**src/rtl/trap_seq_pkg.sv**
```systemverilog
package trap_seq_pkg;

    localparam int unsigned WORD_W      = 32;
    localparam int unsigned PRIV_W      = 2;
    localparam int unsigned FRAME_WORDS = 5;
    localparam int unsigned IDX_W       = $clog2(FRAME_WORDS);

    // flag bits cleared on entry
    localparam int unsigned IE_BIT = 9;
    localparam int unsigned TR_BIT = 8;

    // frame slot indices, in push order
    localparam logic [IDX_W-1:0] SLOT_SS  = 3'd0;
    localparam logic [IDX_W-1:0] SLOT_ESP = 3'd1;
    localparam logic [IDX_W-1:0] SLOT_FLG = 3'd2;
    localparam logic [IDX_W-1:0] SLOT_CS  = 3'd3;
    localparam logic [IDX_W-1:0] SLOT_EIP = 3'd4;

    typedef enum logic [3:0] {
        S_IDLE,
        S_GATE_LO,
        S_GATE_HI,
        S_PRIV,
        S_TSS_SP,
        S_TSS_SS,
        S_PUSH,
        S_ENTER,
        S_FAULT,
        S_POP,
        S_LEAVE
    } seq_state_t;

    typedef struct packed {
        logic [WORD_W-1:0] target_ip;
        logic [15:0]       target_sel;
        logic [PRIV_W-1:0] gate_priv;
    } gate_t;

endpackage

```
**src/rtl/trap_priv_check.sv**
```systemverilog
module trap_priv_check #(
    parameter int unsigned PW = 2
) (
    input  logic [PW-1:0] run_level,
    input  logic [PW-1:0] gate_level,
    output logic          allow
);
    // lower number = more privilege; entry allowed when running level <= gate level
    always_comb begin
        allow = (run_level <= gate_level);
    end
endmodule

```
**src/rtl/trap_frame_store.sv**
```systemverilog
module trap_frame_store #(
    parameter int unsigned DW = 32,
    parameter int unsigned N  = 5,
    localparam int unsigned IW = $clog2(N)
) (
    input  logic               clk,
    input  logic               rst_n,
    input  logic               snap,
    input  logic [N*DW-1:0]    snap_words,
    input  logic               wr_en,
    input  logic [IW-1:0]      wr_idx,
    input  logic [DW-1:0]      wr_data,
    input  logic [IW-1:0]      rd_idx,
    output logic [DW-1:0]      rd_data,
    output logic [N*DW-1:0]    all_words
);
    logic [DW-1:0] slot_q [N];

    for (genvar g = 0; g < N; g++) begin : g_slot
        always_ff @(posedge clk or negedge rst_n) begin
            if (!rst_n) begin
                slot_q[g] <= '0;
            end else if (snap) begin
                slot_q[g] <= snap_words[g*DW +: DW];
            end else if (wr_en && (wr_idx == IW'(g))) begin
                slot_q[g] <= wr_data;
            end
        end
        assign all_words[g*DW +: DW] = slot_q[g];
    end

    always_comb begin
        rd_data = '0;
        for (int k = 0; k < N; k++) begin
            if (rd_idx == IW'(k)) begin
                rd_data = slot_q[k];
            end
        end
    end
endmodule

```
**src/rtl/trap_sp_unit.sv**
```systemverilog
module trap_sp_unit #(
    parameter int unsigned DW   = 32,
    parameter int unsigned STEP = 4
) (
    input  logic          clk,
    input  logic          rst_n,
    input  logic          load,
    input  logic [DW-1:0] load_val,
    input  logic          dec,
    input  logic          inc,
    output logic [DW-1:0] sp,
    output logic [DW-1:0] sp_minus
);
    logic [DW-1:0] sp_q;

    assign sp_minus = sp_q - DW'(STEP);
    assign sp       = sp_q;

    always_ff @(posedge clk or negedge rst_n) begin
        if (!rst_n) begin
            sp_q <= '0;
        end else if (load) begin
            sp_q <= load_val;
        end else if (dec) begin
            sp_q <= sp_minus;
        end else if (inc) begin
            sp_q <= sp_q + DW'(STEP);
        end
    end
endmodule

```
**src/rtl/trap_seq.sv**
```systemverilog
module trap_seq
    import trap_seq_pkg::*;
#(
    parameter int unsigned VEC_W        = 8,
    parameter int unsigned GATE_BYTES   = 8,
    parameter int unsigned TSS_SP_OFS   = 4,
    parameter int unsigned TSS_SEG_OFS  = 8
) (
    input  logic                clk,
    input  logic                rst_n,
    input  logic                trap_req,
    input  logic [VEC_W-1:0]    trap_vec,
    input  logic                ret_req,
    input  logic [WORD_W-1:0]   gate_base,
    input  logic [WORD_W-1:0]   tss_base,
    input  logic [WORD_W-1:0]   cur_ss,
    input  logic [WORD_W-1:0]   cur_esp,
    input  logic [WORD_W-1:0]   cur_eflags,
    input  logic [WORD_W-1:0]   cur_cs,
    input  logic [WORD_W-1:0]   cur_eip,
    output logic                mem_req,
    output logic                mem_we,
    output logic [WORD_W-1:0]   mem_addr,
    output logic [WORD_W-1:0]   mem_wdata,
    input  logic [WORD_W-1:0]   mem_rdata,
    input  logic                mem_ack,
    output logic                busy,
    output logic                gp_fault,
    output logic                ctx_valid,
    output logic                ctx_entry,
    output logic [WORD_W-1:0]   ctx_ss,
    output logic [WORD_W-1:0]   ctx_esp,
    output logic [WORD_W-1:0]   ctx_eflags,
    output logic [WORD_W-1:0]   ctx_cs,
    output logic [WORD_W-1:0]   ctx_eip,
    output logic [PRIV_W-1:0]   priv_level
);
    localparam int unsigned GATE_SHIFT = $clog2(GATE_BYTES);
    localparam logic [IDX_W-1:0] LAST_IDX = IDX_W'(FRAME_WORDS - 1);
    localparam logic [WORD_W-1:0] CLR_MASK =
        ~((WORD_W'(1) << IE_BIT) | (WORD_W'(1) << TR_BIT));

    seq_state_t state_q, state_d;

    gate_t              gate_q;
    logic [WORD_W-1:0]  kseg_q;
    logic [PRIV_W-1:0]  cpl_q;
    logic [IDX_W-1:0]   cnt_q;
    logic [WORD_W-1:0]  gate_addr;

    logic               chk_allow;
    logic               sp_load, sp_dec, sp_inc;
    logic [WORD_W-1:0]  sp_now, sp_next_dn;
    logic               fr_snap, fr_wr;
    logic [IDX_W-1:0]   fr_wr_idx;
    logic [WORD_W-1:0]  fr_rd;
    logic [FRAME_WORDS*WORD_W-1:0] fr_all, fr_snap_words;

    assign gate_addr = gate_base + (WORD_W'(trap_vec) << GATE_SHIFT);

    // ---------------- submodules ----------------
    trap_priv_check #(.PW(PRIV_W)) u_chk (
        .run_level  (cpl_q),
        .gate_level (gate_q.gate_priv),
        .allow      (chk_allow)
    );

    trap_sp_unit #(.DW(WORD_W), .STEP(4)) u_sp (
        .clk      (clk),
        .rst_n    (rst_n),
        .load     (sp_load),
        .load_val ((state_q == S_IDLE) ? cur_esp : mem_rdata),
        .dec      (sp_dec),
        .inc      (sp_inc),
        .sp       (sp_now),
        .sp_minus (sp_next_dn)
    );

    assign fr_snap_words = {cur_eip, cur_cs, cur_eflags, cur_esp, cur_ss};

    trap_frame_store #(.DW(WORD_W), .N(FRAME_WORDS)) u_frame (
        .clk        (clk),
        .rst_n      (rst_n),
        .snap       (fr_snap),
        .snap_words (fr_snap_words),
        .wr_en      (fr_wr),
        .wr_idx     (fr_wr_idx),
        .wr_data    (mem_rdata),
        .rd_idx     (cnt_q),
        .rd_data    (fr_rd),
        .all_words  (fr_all)
    );

    // ---------------- state register ----------------
    always_ff @(posedge clk or negedge rst_n) begin
        if (!rst_n) begin
            state_q <= S_IDLE;
        end else begin
            state_q <= state_d;
        end
    end

    // ---------------- next state ----------------
    always_comb begin
        state_d = state_q;
        unique case (state_q)
            S_IDLE: begin
                if (trap_req)      state_d = S_GATE_LO;
                else if (ret_req)  state_d = S_POP;
            end
            S_GATE_LO: if (mem_ack) state_d = S_GATE_HI;
            S_GATE_HI: if (mem_ack) state_d = S_PRIV;
            S_PRIV:    state_d = chk_allow ? S_TSS_SP : S_FAULT;
            S_TSS_SP:  if (mem_ack) state_d = S_TSS_SS;
            S_TSS_SS:  if (mem_ack) state_d = S_PUSH;
            S_PUSH:    if (mem_ack && cnt_q == LAST_IDX) state_d = S_ENTER;
            S_ENTER:   state_d = S_IDLE;
            S_FAULT:   state_d = S_IDLE;
            S_POP:     if (mem_ack && cnt_q == LAST_IDX) state_d = S_LEAVE;
            S_LEAVE:   state_d = S_IDLE;
            default:   state_d = S_IDLE;
        endcase
    end

    // ---------------- outputs and datapath controls ----------------
    always_comb begin
        mem_req    = 1'b0;
        mem_we     = 1'b0;
        mem_addr   = '0;
        mem_wdata  = '0;
        gp_fault   = 1'b0;
        ctx_valid  = 1'b0;
        ctx_entry  = 1'b0;
        ctx_ss     = '0;
        ctx_esp    = '0;
        ctx_eflags = '0;
        ctx_cs     = '0;
        ctx_eip    = '0;
        sp_load    = 1'b0;
        sp_dec     = 1'b0;
        sp_inc     = 1'b0;
        fr_snap    = 1'b0;
        fr_wr      = 1'b0;
        fr_wr_idx  = LAST_IDX - cnt_q;
        busy       = (state_q != S_IDLE);
        unique case (state_q)
            S_IDLE: begin
                fr_snap = trap_req;
                sp_load = ret_req && !trap_req;
            end
            S_GATE_LO: begin
                mem_req  = 1'b1;
                mem_addr = gate_addr;
            end
            S_GATE_HI: begin
                mem_req  = 1'b1;
                mem_addr = gate_addr + WORD_W'(4);
            end
            S_PRIV: begin
            end
            S_TSS_SP: begin
                mem_req  = 1'b1;
                mem_addr = tss_base + WORD_W'(TSS_SP_OFS);
                sp_load  = mem_ack;
            end
            S_TSS_SS: begin
                mem_req  = 1'b1;
                mem_addr = tss_base + WORD_W'(TSS_SEG_OFS);
            end
            S_PUSH: begin
                mem_req   = 1'b1;
                mem_we    = 1'b1;
                mem_addr  = sp_next_dn;
                mem_wdata = fr_rd;
                sp_dec    = mem_ack;
            end
            S_ENTER: begin
                ctx_valid  = 1'b1;
                ctx_entry  = 1'b1;
                ctx_ss     = kseg_q;
                ctx_esp    = sp_now;
                ctx_eflags = fr_all[SLOT_FLG*WORD_W +: WORD_W] & CLR_MASK;
                ctx_cs     = WORD_W'(gate_q.target_sel);
                ctx_eip    = gate_q.target_ip;
            end
            S_FAULT: begin
                gp_fault = 1'b1;
            end
            S_POP: begin
                mem_req  = 1'b1;
                mem_addr = sp_now;
                sp_inc   = mem_ack;
                fr_wr    = mem_ack;
            end
            S_LEAVE: begin
                ctx_valid  = 1'b1;
                ctx_ss     = fr_all[SLOT_SS*WORD_W  +: WORD_W];
                ctx_esp    = fr_all[SLOT_ESP*WORD_W +: WORD_W];
                ctx_eflags = fr_all[SLOT_FLG*WORD_W +: WORD_W];
                ctx_cs     = fr_all[SLOT_CS*WORD_W  +: WORD_W];
                ctx_eip    = fr_all[SLOT_EIP*WORD_W +: WORD_W];
            end
            default: begin
            end
        endcase
    end

    // ---------------- sequencing registers ----------------
    always_ff @(posedge clk or negedge rst_n) begin
        if (!rst_n) begin
            gate_q <= '0;
            kseg_q <= '0;
            cnt_q  <= '0;
            cpl_q  <= '0;
        end else begin
            if (state_q == S_IDLE) begin
                cnt_q <= '0;
            end else if ((state_q == S_PUSH || state_q == S_POP) && mem_ack) begin
                cnt_q <= cnt_q + IDX_W'(1);
            end
            if (state_q == S_GATE_LO && mem_ack) begin
                gate_q.target_ip <= mem_rdata;
            end
            if (state_q == S_GATE_HI && mem_ack) begin
                gate_q.target_sel <= mem_rdata[31:16];
                gate_q.gate_priv  <= mem_rdata[14:13];
            end
            if (state_q == S_TSS_SS && mem_ack) begin
                kseg_q <= mem_rdata;
            end
            if (state_q == S_ENTER) begin
                cpl_q <= '0;
            end else if (state_q == S_LEAVE) begin
                cpl_q <= fr_all[SLOT_CS*WORD_W +: PRIV_W];
            end
        end
    end

    assign priv_level = cpl_q;

endmodule

```
**config.mk**
```make
export PLATFORM = sky130hd
export DESIGN_NAME = trap_seq
export DESIGN_NICKNAME = d
export VERILOG_FILES = /design/src/rtl/trap_seq_pkg.sv /design/src/rtl/trap_priv_check.sv /design/src/rtl/trap_frame_store.sv /design/src/rtl/trap_sp_unit.sv /design/src/rtl/trap_seq.sv
export SDC_FILE = /design/constraint.sdc
export NUM_CORES = 1
export LEC_CHECK = 0
export BUFFER_PORTS_ARGS = -buffer_cell sky130_fd_sc_hd__buf_2
export CAP_MARGIN = 20
export CORE_MARGIN = 5
export CORE_UTILIZATION = 40
export CTS_BUF_LIST = sky130_fd_sc_hd__clkbuf_4 sky130_fd_sc_hd__clkbuf_8
export CTS_CLUSTER_SIZE = 24
export DETAILED_ROUTE_END_ITERATION = 12
export GPL_TIMING_DRIVEN = 0
export PLACE_DENSITY = 0.72
export SETUP_SLACK_MARGIN = 0.02
export SLEW_MARGIN = 20
export SYNTH_ARGS = -nofsm -noshare
export SYNTH_HDL_FRONTEND = slang
export SYNTH_HIERARCHICAL = 1
export SYNTH_SLANG_ARGS = --single-unit
```
**constraint.sdc**
```tcl
create_clock -name clk -period 12.6 [get_ports clk]
set_clock_uncertainty 0.15 [all_clocks]
set_input_delay 1.26 -clock clk [delete_from_list [all_inputs] [get_ports clk]]
set_output_delay 1.26 -clock clk [all_outputs]
set_load 0.03 [all_outputs]
```
# After elaboration in Yosys (flattened, before gate mapping)
# Cells that the tools add are included.
# classes
reduce_logical	28
eq_ne	25
muxes	49
addsub	8
n_lt_le_gt_ge	1
# op_table
cell	count
two-way mux 32 bit	20
one-hot mux 32 bit (2 select lines)	5
one-hot mux 32 bit (6 select lines)	1
adder 32 x 3 -> 32 bit (second input constant)	3
two-way mux 4 bit	9
adder 32 x 11 -> 32 bit	1
adder 32 x 4 -> 32 bit (second input constant)	1
one-hot mux 4 bit (8 select lines)	1
subtractor 32 x 3 -> 32 bit (second input constant)	1
equality test 4 x 3 -> 1 bit (second input constant)	4
nonzero test 2 bit	7
equality test 3 x 2 -> 1 bit (second input constant)	4
equality test 4 bit (second input constant)	3
inequality test 2 bit (second input constant)	6
logical AND 1 bit	11
equality test 4 x 2 -> 1 bit (second input constant)	2
two-way mux 1 bit	8
AND reduction 7 bit	1
equality test 3 x 1 -> 1 bit (second input constant)	2
equality test 3 bit (second input constant)	2
zero test 3 bit	2
two-way mux 3 bit	2
OR reduction 6 bit	1
equality test 4 x 1 -> 1 bit (second input constant)	1
12 further kinds	13
# word_totals
register_bits	283
word_cells	124

# Depth between registers and ports, before layout
# logic_depth
depth_word	7
mapped_depth	15
depth_no_buf	12

# Hierarchy
# The synthesis kept the hierarchy.
# by_module_without_submodules
mod	n_inst	cells_each	area_each_um2	seq_area_each_um2
trap_seq	1	1092	9048.7	2277.2
trap_frame_store	1	912	8800.9	4003.8
trap_sp_unit	1	382	2902.8	800.8
trap_priv_check	1	7	47.5	0.0

# Least setup slack after synthesis
# No wires, ideal clock.
# synth_path
kind	input to output
start	in trap_vec[0]
end	out mem_addr[21]
path_slack_ns	6.792
n_path_buf	1
arrival_ns	4.398
required_time_ns	11.190
path_stages	13
path_cell_list	ha_1 inv_1 fa_1 nand2b_1 a211o_1 buf_2 a211oi_1 nor3_1 o41ai_4 nand4_1 nor4_1 xnor2_1 o221ai_1
# synth_via
elab_chain_cells	3
# synth_rtl
element	line	text
start, declared	trap_seq.sv:12	input logic [VEC_W-1:0] trap_vec,
adder 32 x 11 -> 32 bit *	trap_seq.sv:59	assign gate_addr = gate_base + (WORD_W'(trap_vec) << GATE_SHIFT);
adder 32 x 3 -> 32 bit	trap_seq.sv:157	mem_addr = gate_addr + WORD_W'(4);
one-hot mux 32 bit (6 select lines) *	trap_seq.sv:146	unique case (state_q)
end, declared	trap_seq.sv:23	output logic [WORD_W-1:0] mem_addr,
# Every way passes the cells marked *; elsewhere a longest branch is shown, timed or not.

# Worst setup path after layout
# layout_path
start	reg state_q[1]
end	out mem_addr[20]
# layout_via
elab_chain_cells	2
word_cells_on_any_way	7
classes_between	eq/ne (6); mux (1)
# layout_rtl
element	line	text
start, declared	trap_seq.sv:43	seq_state_t state_q, state_d;
start signal, assigned	trap_seq.sv:99	state_q <= state_d;
equality test 4 bit, or another cell as far along	trap_seq.sv:146	
one-hot mux 32 bit (6 select lines) *	trap_seq.sv:146	
# Marks and branches as above.

==> out/results.txt <==
For this block, the routed nets add up to 97900 um of wire. For the wire length on met1, the log shows 35400 um. For the synthesized netlist net count, the log shows 2680. The worst hold path belongs to the class flop to flop. The tools report the final routed DRC violation total as 0. Of all flip-flops after synthesis, the portion carrying an async set or reset was 100%.

Once the clock tree was built, the setup fixing pass inserted 0 buffers. Routed wirelength normalized by instance count: 26.7 um. Clock-pin slew was measured on the worst setup and hold paths at 0.06 ns.

The count of buffers added on input and output ports is 495. Routability-driven placement finished with a final weighted congestion of 1.03. After detailed routing, the number of vias per cell comes to 6.08.

The number of max-capacitance violations reported is 0, and the number of instances in the synthesized netlist is 2393. The share of synthesized area occupied by flip-flops and latches is 34.0%, and the maximum net fanout on the critical path is 10. Static timing analysis puts the maximum clock frequency at 134 MHz. Global routing finished with a remaining overflow of 0. For the count of final setup violators, the log shows 0. The run gives 0 as the post-detailed-route count of antenna-violating nets.

The startpoint identified for the worst register-to-register timing path is state_q[1]$_DFFE_PN0P_. The run gives 22.3k as the total via count in the routed design. The tools report the critical path arrival as 6.04 ns.

Setup repair after global routing left no endpoint under its margin. The element type at the critical path start was a flop. The y dimension of the die works out to 238 um.

For this run, the post-layout net count is 3228. The tools report the number of hold buffers added after cts as 0. The worst setup path is captured at a primary output.

The smallest clock period supported by the final layout is computed as 7.45 ns. Of all cell types, the one taking the most synthesized area is sky130_fd_sc_hd__dfrtp_1. The tools report the total number of yosys warnings as 6.

The first global-routing pass estimated 141000 um of wire. The H-tree depth reported by CTS came out at 2. After detailed routing, no signal wire sits above met5. The number of flops mapped to enable cells by yosys came out at 0.

The first detailed-routing pass ran for 7 iterations. The synthesized netlist occupies a cell area of 0.0208 mm^2. After clock tree synthesis, the repair step resized 0 gates. The cell sitting at the root of the clock tree is a sky130_fd_sc_hd__clkbuf_8. The most used flip-flop cell after synthesis is sky130_fd_sc_hd__dfrtp_1. TritonCTS built the clock tree.

The logs give 283 for the CTS sink count and 0.60 ns for the clock insertion delay at the later pin of the skew report. The tools report the met2 layer wire length in the routed design as 45900 um. The detailed router finished its first iteration with 2754 violations. Average footprint of a synthesized cell: 8.69 um^2.

Fraction of synthesized cell area taken by the top area cell type: 34.0%. The half-perimeter wire length of the detailed placement result is 77900 um, and the final total power is 0.00518 W. Counting the buffers created by CTS gives 47. Once the floorplan was initialized, standard cells occupied 40.5% of the core. The max-slew violation count was 0.

In the post-synthesis netlist, the biggest area contributors are sky130_fd_sc_hd__dfrtp_1 34%, sky130_fd_sc_hd__mux2i_1 9.9%, sky130_fd_sc_hd__nand2_1 6.7%, sky130_fd_sc_hd__mux2_2 4.9%, sky130_fd_sc_hd__a22o_1 4.8%. The overall track demand over capacity in global routing was 32.6%; the overall die area was 0.0567 mm^2. In the detailed route, the total length drawn on met3 is 10800 um. In this run the core area contains 83 standard-cell rows.

In this run the tightest slew margin relative to its limit is 16.6%. The layout has 5162 filler cells. The startpoint identified for the worst hold timing path is gate_q[1]$_DFFE_PN0P_. The tools report the worst path required time as 11.19 ns. In this run the power density over the cells is 205 mW/mm^2. The tools report the number of different library cells in the post-synthesis netlist as 92. The run finished with clean final reports.

The standby leakage power came out at 11.3 nW. In this run the standard cell core region covers 0.0514 mm^2. For the pin with the worst max-slew slack, the measured transition is 1.25 ns. The pin count of the biggest net entering global routing came out at 89. The tools report the via count of the first global-routing pass as 21.8k.

The final critical path takes up 59.1% of the cycle. The maximum resistive drop on vdd was 0.000106 V; the number of hold violations in the final report was 0. For the final routed database, the setup TNS stands at 0 ns. The critical path in this run is classified as flop to primary output. Tracing the worst setup path back leads to its startpoint at state_q[1]$_DFFE_PN0P_.

The clock passes through at most 3 buffers. During I/O placement, the number of pins put on the boundary was 501. X dimension of the die: 238 um.

Hold timing on the final database bottoms out at a slack of 0.354 ns. The synthesis-to-layout area growth works out to 21.2%. The number of antenna violations at the first check in global routing came out at 11. In the final layout, the share of cells above drive strength 1 is 25.4%.

The synthesized design contains 283 register bits.
-- registers in the layout, summed over array words and instances, names as in the netlist --
name / cells
u_frame/all_words: 160
state_q: 4
priv_level: 2
gate_q: 50
u_sp/sp: 32
cnt_q: 3
kseg_q: 32
-- cell usage after synthesis (5+ instances only) --
master,count
sky130_fd_sc_hd__o21ai_1,29
sky130_fd_sc_hd__a21oi_1,33
sky130_fd_sc_hd__a22o_1,113
sky130_fd_sc_hd__o21ai_0,180
sky130_fd_sc_hd__and3_1,59
sky130_fd_sc_hd__nor2_1,138
sky130_fd_sc_hd__nor2b_1,11
sky130_fd_sc_hd__inv_1,49
sky130_fd_sc_hd__nand2b_1,18
sky130_fd_sc_hd__clkbuf_1,131
sky130_fd_sc_hd__buf_6,14
sky130_fd_sc_hd__o31ai_1,6
sky130_fd_sc_hd__o2bb2ai_1,7
sky130_fd_sc_hd__a32oi_1,6
sky130_fd_sc_hd__a31oi_1,10
sky130_fd_sc_hd__mux2_2,90
sky130_fd_sc_hd__o221ai_1,15
sky130_fd_sc_hd__and2_1,58
sky130_fd_sc_hd__a211oi_1,10
sky130_fd_sc_hd__o211ai_1,12
sky130_fd_sc_hd__nand2_1,370
sky130_fd_sc_hd__a222oi_1,24
sky130_fd_sc_hd__or3_1,11
sky130_fd_sc_hd__o21a_1,15
sky130_fd_sc_hd__o22ai_1,7
sky130_fd_sc_hd__buf_1,24
sky130_fd_sc_hd__o22a_1,27
sky130_fd_sc_hd__nand3_1,60
sky130_fd_sc_hd__a21o_1,5
sky130_fd_sc_hd__buf_4,8
sky130_fd_sc_hd__xor2_1,53
sky130_fd_sc_hd__o32ai_1,26
sky130_fd_sc_hd__dfrtp_1,283
sky130_fd_sc_hd__nor4_1,12
sky130_fd_sc_hd__a22oi_1,9
sky130_fd_sc_hd__nand3b_1,5
sky130_fd_sc_hd__ha_1,17
sky130_fd_sc_hd__xnor2_1,65
sky130_fd_sc_hd__buf_2,22
sky130_fd_sc_hd__mux2i_1,205
sky130_fd_sc_hd__nor3_1,28
sky130_fd_sc_hd__and4_1,12
sky130_fd_sc_hd__nand4_1,29
-- where the power goes --
group / leakage, nW / switching (W) / internal, W
clock: 0.511 / 0.000393 / 0.000471
combinational: 7.24 / 0.00169 / 0.000906
sequential: 3.50 / 0.000393 / 0.00133
-- final timing paths --
| path | slack, ns | to | cells past startpoint |
|---|---|---|---|
| setup / recovery | 5.15 | mem_addr[20] | 16 |
| hold reg to reg | 0.35 | gate_q[1]$_DFFE_PN0P_ | 1 |
| hold / removal | 0.35 | gate_q[1]$_DFFE_PN0P_ | 1 |
| max in group asynchronous | 10.31 | u_frame/all_words[70]$_DFFE_PN0P_ | 4 |
| setup reg to reg | 7.14 | u_sp/sp[21]$_DFFE_PN0N_ | 9 |
| min in group asynchronous | 0.41 | u_sp/sp[17]$_DFFE_PN0N_ | 1 |
-- critical path, stage by stage, from the launching register on --
cell	delay, ns
sky130_fd_sc_hd__dfrtp_1	0.45
sky130_fd_sc_hd__or4b_1	0.25
sky130_fd_sc_hd__clkbuf_1	0.44
sky130_fd_sc_hd__clkbuf_1	0.47
sky130_fd_sc_hd__clkbuf_1	0.46
sky130_fd_sc_hd__buf_1	0.49
sky130_fd_sc_hd__buf_1	0.57
sky130_fd_sc_hd__nand2_1	0.11
sky130_fd_sc_hd__nand2_1	0.11
sky130_fd_sc_hd__ha_1	0.26
sky130_fd_sc_hd__nand2_1	0.10
sky130_fd_sc_hd__nor3_1	0.50
sky130_fd_sc_hd__nand2_1	0.20
sky130_fd_sc_hd__nor4_4	0.44
sky130_fd_sc_hd__xor2_1	0.13
sky130_fd_sc_hd__o221ai_1	0.24
sky130_fd_sc_hd__buf_2	0.25
-- cell type report --
cell class	instances	area, um^2	share of cell area (%)
repair buffers	499	2570	10.2
well taps	680	851	3.37
multi-input cells	1860	12600	50.1
clock buffers	74	900	3.57
diodes	8	20.0	0.0794
inverters	50	188	0.744
flip-flops and latches	283	7080	28.1
plain buffers	200	915	3.63
clock inverters	5	58.8	0.233
-- kinds of logic (layout without fill, tap and decap cells) --
family                   Yosys count  after routing  share of synthesized area [%]
AND/OR/NAND/NOR                  851            851                           20.0
AO/OA/AOI/OAI                    577            577                           19.7
multiplexers                     296            296                           14.8
flip-flops                       283            283                           34.0
buffers and inverters            250            828                           5.30
XOR/XNOR                         118            118                           4.97
adder cells (fa/ha/maj)           18             18                           1.12
other                              0              8                              0
-- stage by stage --
step / worst slack (ns) / std cells / cell area (um^2) / util, %
final: 5.15 / 3659 / 25200 / 49.1
after global routing: 4.73 / 3657 / 25200 / 49.0
after global placement: 4.59 / 3568 / 24100 / 46.9
after detailed placement: 5.87 / 3572 / 24200 / 47.1
after floorplan: 6.79 / 2393 / 20800 / -
after CTS: 5.25 / 3651 / 25200 / 49.0
-- layer usage --
| metal | up-vias | global-route usage [%] |
|---|---|---|
| li1 | 9798 | - |
| met1 | 10600 | 39.5 |
| met2 | 1530 | 54.9 |
| met3 | 296 | 7.28 |
| met4 | 8 | 15.9 |
| met5 | - | 0 |
-- placed cells by master, fill, tap and decap left out, types with 27 or more instances in the layout --
| cell | synthesis | routed |
|---|---|---|
| sky130_fd_sc_hd__a21oi_1 | 33 | 33 |
| sky130_fd_sc_hd__a22o_1 | 113 | 113 |
| sky130_fd_sc_hd__and2_1 | 58 | 58 |
| sky130_fd_sc_hd__and3_1 | 59 | 59 |
| sky130_fd_sc_hd__buf_2 | 22 | 517 |
| sky130_fd_sc_hd__clkbuf_1 | 131 | 131 |
| sky130_fd_sc_hd__clkbuf_8 | 0 | 55 |
| sky130_fd_sc_hd__dfrtp_1 | 283 | 283 |
| sky130_fd_sc_hd__inv_1 | 49 | 49 |
| sky130_fd_sc_hd__mux2_2 | 90 | 90 |
| sky130_fd_sc_hd__mux2i_1 | 205 | 205 |
| sky130_fd_sc_hd__nand2_1 | 370 | 370 |
| sky130_fd_sc_hd__nand3_1 | 60 | 60 |
| sky130_fd_sc_hd__nand4_1 | 29 | 29 |
| sky130_fd_sc_hd__nor2_1 | 138 | 138 |
| sky130_fd_sc_hd__nor3_1 | 28 | 27 |
| sky130_fd_sc_hd__o21ai_0 | 180 | 180 |
| sky130_fd_sc_hd__o21ai_1 | 29 | 29 |
| sky130_fd_sc_hd__o22a_1 | 27 | 27 |
| sky130_fd_sc_hd__xnor2_1 | 65 | 65 |
| sky130_fd_sc_hd__xor2_1 | 53 | 53 |
(Power assumes the default switching activity.)
